`src/rtl/para_sig_scanner.sv`:
```
module para_sig_scanner #(
  parameter int AW = 32,
  parameter logic [AW-1:0] BASE_ADDR = 32'h000F_0000,
  parameter logic [AW-1:0] WINDOW = 32'h0000_FFFF,
  parameter logic [31:0] SIGNATURE = 32'h5F32335F,
  parameter int PAGE_BITS = 12
) (
  input  logic          clk,
  input  logic          rst_n,
  input  logic          start,
  output logic          busy,
  output logic          done,
  output logic          found,
  output logic [AW-1:0] hdr_addr,
  output logic [31:0]   page_base,
  output logic [31:0]   page_off,
  output logic          rd_req,
  output logic [AW-1:0] rd_addr,
  input  logic          rd_valid,
  input  logic [7:0]    rd_data
);
  localparam logic [31:0] OFF_MASK = (32'h1 << PAGE_BITS) - 32'h1;
  localparam logic [AW-1:0] PARA = AW'(16);
  localparam logic [7:0] LEN_POS = 8'd9;

  typedef enum logic [1:0] {ST_IDLE, ST_SIG, ST_LEN, ST_SUM} st_t;

  st_t state;
  logic [AW-1:0] cand;
  logic [7:0] off, sum, size;
  logic [31:0] entry, entry_nx;
  logic pend, adv, win;

  wire take = pend && rd_valid;
  wire [7:0] sum_nx = sum + rd_data;
  wire [7:0] sig_byte = SIGNATURE[off[1:0]*8 +: 8];
  wire [AW-1:0] next_rel = cand - BASE_ADDR + PARA;
  wire last_cand = next_rel >= WINDOW;

  assign busy = state != ST_IDLE;
  assign rd_req = busy && !pend;
  assign rd_addr = cand + AW'(off);

  always_comb begin
    entry_nx = entry;
    if (state == ST_SUM && off[7:2] == 6'd1) entry_nx[off[1:0]*8 +: 8] = rd_data;
  end

  always_comb begin
    adv = 1'b0;
    win = 1'b0;
    case (state)
      ST_SIG: adv = take && rd_data != sig_byte;
      ST_LEN: adv = take && rd_data[3:0] == 4'h0;
      ST_SUM: if (take && off == size - 8'd1) begin
        win = sum_nx == 8'h00;
        adv = sum_nx != 8'h00;
      end
      default: ;
    endcase
  end

  always_ff @(posedge clk) begin
    if (!rst_n) begin
      state <= ST_IDLE;
      cand <= '0;
      off <= '0;
      sum <= '0;
      size <= '0;
      entry <= '0;
      pend <= 1'b0;
      done <= 1'b0;
      found <= 1'b0;
      hdr_addr <= '0;
      page_base <= '0;
      page_off <= '0;
    end else begin
      done <= 1'b0;
      if (rd_req) pend <= 1'b1;
      else if (take) pend <= 1'b0;
      if (win) begin
        state <= ST_IDLE;
        done <= 1'b1;
        found <= 1'b1;
        hdr_addr <= cand;
        page_base <= entry_nx & ~OFF_MASK;
        page_off <= entry_nx & OFF_MASK;
      end else if (adv) begin
        if (last_cand) begin
          state <= ST_IDLE;
          done <= 1'b1;
        end else begin
          cand <= cand + PARA;
          off <= '0;
          sum <= '0;
          state <= ST_SIG;
        end
      end else begin
        case (state)
          ST_IDLE: if (start) begin
            cand <= BASE_ADDR;
            off <= '0;
            sum <= '0;
            entry <= '0;
            found <= 1'b0;
            hdr_addr <= '0;
            page_base <= '0;
            page_off <= '0;
            state <= ST_SIG;
          end
          ST_SIG: if (take) begin
            sum <= sum_nx;
            if (off == 8'd3) begin
              off <= LEN_POS;
              state <= ST_LEN;
            end else off <= off + 8'd1;
          end
          ST_LEN: if (take) begin
            size <= {rd_data[3:0], 4'h0};
            off <= 8'd4;
            state <= ST_SUM;
          end
          ST_SUM: if (take) begin
            sum <= sum_nx;
            entry <= entry_nx;
            off <= off + 8'd1;
          end
          default: state <= ST_IDLE;
        endcase
      end
    end
  end

  AST_REQ_SPACED: assert property (@(posedge clk) disable iff (!rst_n) rd_req |=> !rd_req);
  AST_REQ_IN_RANGE: assert property (@(posedge clk) disable iff (!rst_n) rd_req |-> rd_addr >= BASE_ADDR);
  AST_DONE_SINGLE: assert property (@(posedge clk) disable iff (!rst_n) done |=> !done);
  AST_DONE_IDLE: assert property (@(posedge clk) disable iff (!rst_n) done |-> !busy);
  AST_PAGE_SPLIT: assert property (@(posedge clk) disable iff (!rst_n)
    done && found |-> page_base[PAGE_BITS-1:0] == '0 && (page_off & ~OFF_MASK) == '0);
  AST_MISS_CLEAR: assert property (@(posedge clk) disable iff (!rst_n)
    done && !found |-> hdr_addr == '0 && page_base == '0 && page_off == '0);
  AST_IDLE_QUIET: assert property (@(posedge clk) disable iff (!rst_n) !busy |-> !rd_req);
endmodule

```
`config.mk`:
```
export PLATFORM = sky130hd
export DESIGN_NAME = para_sig_scanner
export DESIGN_NICKNAME = d
export VERILOG_FILES = /design/src/rtl/para_sig_scanner.sv
export SDC_FILE = /design/constraint.sdc
export NUM_CORES = 1
export LEC_CHECK = 0
export BUFFER_PORTS_ARGS = -buffer_cell sky130_fd_sc_hd__buf_4
export CORE_MARGIN = 2
export CORE_UTILIZATION = 61
export DETAILED_ROUTE_END_ITERATION = 7
export PLACE_DENSITY = 0.89
export SYNTH_ARGS = -nofsm -noshare
export SYNTH_HDL_FRONTEND = slang
export SYNTH_SLANG_ARGS = --single-unit
```
`constraint.sdc`:
```
create_clock -name clk -period 6.82 [get_ports clk]
set_clock_uncertainty 0.15 [all_clocks]
set_input_delay 0.682 -clock clk [delete_from_list [all_inputs] [get_ports clk]]
set_output_delay 0.682 -clock clk [all_outputs]
set_load 0.01 [all_outputs]
```
==> results.yml <==
outcome:
  status: "finished, final reports clean"
cts:
  worst_setup_hold_path_clk_slew_ns: 0.06
  clock_sinks: 146
  root_buffer: "clkbuf_16"
  cts_inserted_buffers: 17
  cts_max_path_bufs: 2
  htreeDepth: 4
  post_cts_resized: 0
  postCtsHoldBufs: 0
  clock_latency_ns: 0.43
  cts_setup_buffers: 0
  tritoncts_clock_tree: "yes"
global_routing:
  grt_pass1_vias: 6913
  grt_antenna_before_repair: 0
  grt_use_total_pct: 28.88
  pin_count_of_the_biggest_net_entering_global_routing: 113
  global_route_congestion_overflow_total: 0
  first_pass_grt_wire_length_mm: 33.80
routing:
  drtAntennaViolNets: 0
  route.vias.total: 7598
  number_of_drc_violations_after_detailed_routing: 0
  dr.pass1.iters: 6
  vias_per_cell: 6.152
  first_iter_violations: 892
  drt_wl_total_mm: 20.90
  routed_wire_per_std_cell_um: 16.92
synthesis:
  post_synth.cell_area_avg_um2: 8.241
  postSynth.topFlopCell: "dfxtp_1"
  synth_cell_type_count: 74
  synthTopCellsByCount: "dfxtp_1, nand3_1, nand2_1"
  synth-seq-cells: 146
  syn_area_um2: 8192
  most_used_standard_cell_by_instance_count_after_synthesis: "dfxtp_1"
  synth_async_sr_flop_share_pct: 0
  post_synth_main_area_contributors: "dfxtp_1, a22oi_1, nand3_1, nor2b_1, nand2_1"
  netlist.top_cell.by_area: "dfxtp_1"
  synth_sequential_area_ratio_pct: 35.68
  synth-edff-count: 0
  postSynthCellCount: 994
  post-synth-top-area-fraction_pct: 35.68
  ys.warnings.count: 0
critical_path:
  worstSetupPathType: "register to output port"
  critical_path.n_buffers_inverters: 1
  cp.required_ns: 5.99
  cp_top_family: "simple AND/OR/NAND/NOR gates"
  ordered_list_of_cells_on_the_worst_path: "ha_1, a21oi_1, o21bai_1, a21oi_1, nor3_1, nand2_1, or3_1, nor3_1, xor2_1, buf_4"
  reg2reg_slack_ns: 2.97
  worst_ep_arrival_time_ns: 3.51
  startpoint: "cand[5]$_SDFFE_PN0P_"
  cp_slowest_cell: "nor3_1"
  start_kind: "register"
  path_max_fanout: 8
  setup.worst_path.end_class: "output port"
  critical_path.max_stage_delay_ns: 0.60
  r2r-start: "off[0]$_SDFFE_PN0P_"
timing:
  rsz0062_at_grt: "no"
  final_period_minus_worst_setup_slack_ns: 4.345
  worst-slew-pin-transition_ns: 1.109
  tns_ns: 0
  relSlewSlack_pct: 26.09
  final.period_utilization_pct: 63.71
  timing.fmax_mhz: 230.2
  finalHoldViolations: 0
  finalMaxSlewViolations: 0
  setup_viol: 0
placement:
  instance_count_after_placement_with_tap_cells_included: 1203
  gp_routability_congestion: 0.9277
  hpwlAfterDp_mm: 13.48
  port-buffer-count: 111
die:
  fp.dieArea_um2: 14370
  die_w_um: 119.9
  num_rows: 42
  die_h_um: 119.9
  core_ar_um2: 13190
  floorplan.io_pins: 144
  initial_core_util_pct: 62.10
layout:
  area.growth.synth_to_final_pct: 16.34
  num-nets-final: 1084
  fin_cells: 1235
  fill_cells: 993
  n_antenna_cell: 0
  post_route_cells_drive_above_1_share_pct: 16.34
pwr:
  power_per_cell_area_nw_per_um2: 278.2
  power.ir.vdd_worst_mv: 0.1868
  p_leak_nw: 3.538
hold_path:
  worst_hold_startpoint: "sum[5]$_SDFFE_PN0P_"
  holdCritPathClass: "register to register"
run:
  max_cap_violations: 0
-- where the power goes --
| group | switching, mW | leakage, nW | total (mW) | internal, mW |
|---|---|---|---|---|
| logic | 0.483 | 2.03 | 0.660 | 0.176 |
| registers | 0.0358 | 1.18 | 0.910 | 0.874 |
| clock network | 0.380 | 0.331 | 1.08 | 0.702 |
-- cells in the final DEF (no fill, tap or decap), types with 8 or more instances in the layout --
cell / count
a21boi_0: 28
a21oi_1: 55
a22oi_1: 60
and3_1: 16
buf_4: 119
clkbuf_16: 17
conb_1: 32
dfxtp_1: 146
ha_1: 25
inv_1: 16
mux2i_1: 9
nand2_1: 84
nand2b_1: 8
nand3_1: 87
nand4_1: 13
nor2_1: 28
nor2b_1: 68
nor3_1: 18
o21ai_0: 47
o31ai_1: 9
or3_1: 10
xnor2_1: 31
xor2_1: 12
-- worst reg2reg max path, stage by stage (launching register included) --
cell	delay (ns)
dfxtp_1	0.54
inv_1	0.23
ha_1	0.46
nor4b_1	0.26
mux2i_1	0.15
o2111a_1	0.32
nor3_1	0.18
buf_4	0.19
a21o_1	0.83
nand2b_1	0.26
o22ai_1	0.22
-- through the flow --
stage | hold slack [ns] | util (%) | setup WS [ns] | power, mW | cell area (um^2)
2_1_floorplan | 0.2831 | - | 3.290 | 1.399 | 8308
3_3_place_gp | 0.2898 | 67.04 | 2.612 | 1.557 | 8842
3_5_place_dp | 0.2967 | 67.04 | 2.507 | 1.563 | 8842
4_1_cts | 0.3054 | 72.25 | 2.489 | 2.641 | 9530
5_1_grt | 0.3476 | 72.25 | 2.246 | 2.742 | 9530
6_report | 0.3019 | 72.25 | 2.475 | 2.651 | 9530
-- per-layer routing --
layer	vias to the layer above	wire length, um	global-route usage [%]
met1	3540	8618	37.59
met5	-	0	0
met2	407	9806	46.50
met4	0	622	13.09
li1	3596	-	-
met3	55	1851	5.608
-- registers in the layout, indices dropped and copies added, names as in the netlist, 2 cells and up --
name,flops
cand,28
entry,32
off,8
hdr_addr,29
size,4
page_off,12
state,2
page_base,20
sum,8
-- path summary, 6_finish.rpt --
kind	to	depth (start not counted)
worst max register to register	sum[2]$_SDFFE_PN0P_	10
worst min-delay path	sum[5]$_SDFFE_PN0P_	2
worst min register to register	sum[5]$_SDFFE_PN0P_	2
worst max-delay path	rd_addr[29]	10
-- logic make-up (layout without fill, tap and decap cells) --
kind of cell | Yosys count | count (layout) | share of synthesized area, %
adder cells (fa/ha/maj) | 26 | 26 | 4.063
multiplexers | 11 | 11 | 1.375
XOR/XNOR | 44 | 44 | 4.872
other | 1 | 32 | 0.04578
flip-flops | 146 | 146 | 35.68
buffers and inverters | 133 | 167 | 7.988
AND/OR/NAND/NOR | 381 | 381 | 25.68
AO/OA/AOI/OAI | 252 | 252 | 20.30
-- final cells by class --
type / count / area (um^2) / share of cell area, %
repair buffers: 119 / 893.4 / 9.374
well taps: 176 / 220.2 / 2.311
clock inverters: 14 / 249.0 / 2.613
clock buffers: 18 / 439.2 / 4.608
flip-flops and latches: 146 / 2923 / 30.67
multi-input cells: 746 / 4746 / 49.80
inverters: 16 / 60.06 / 0.6302
Note: power is estimated with default switching activity, not from simulation.
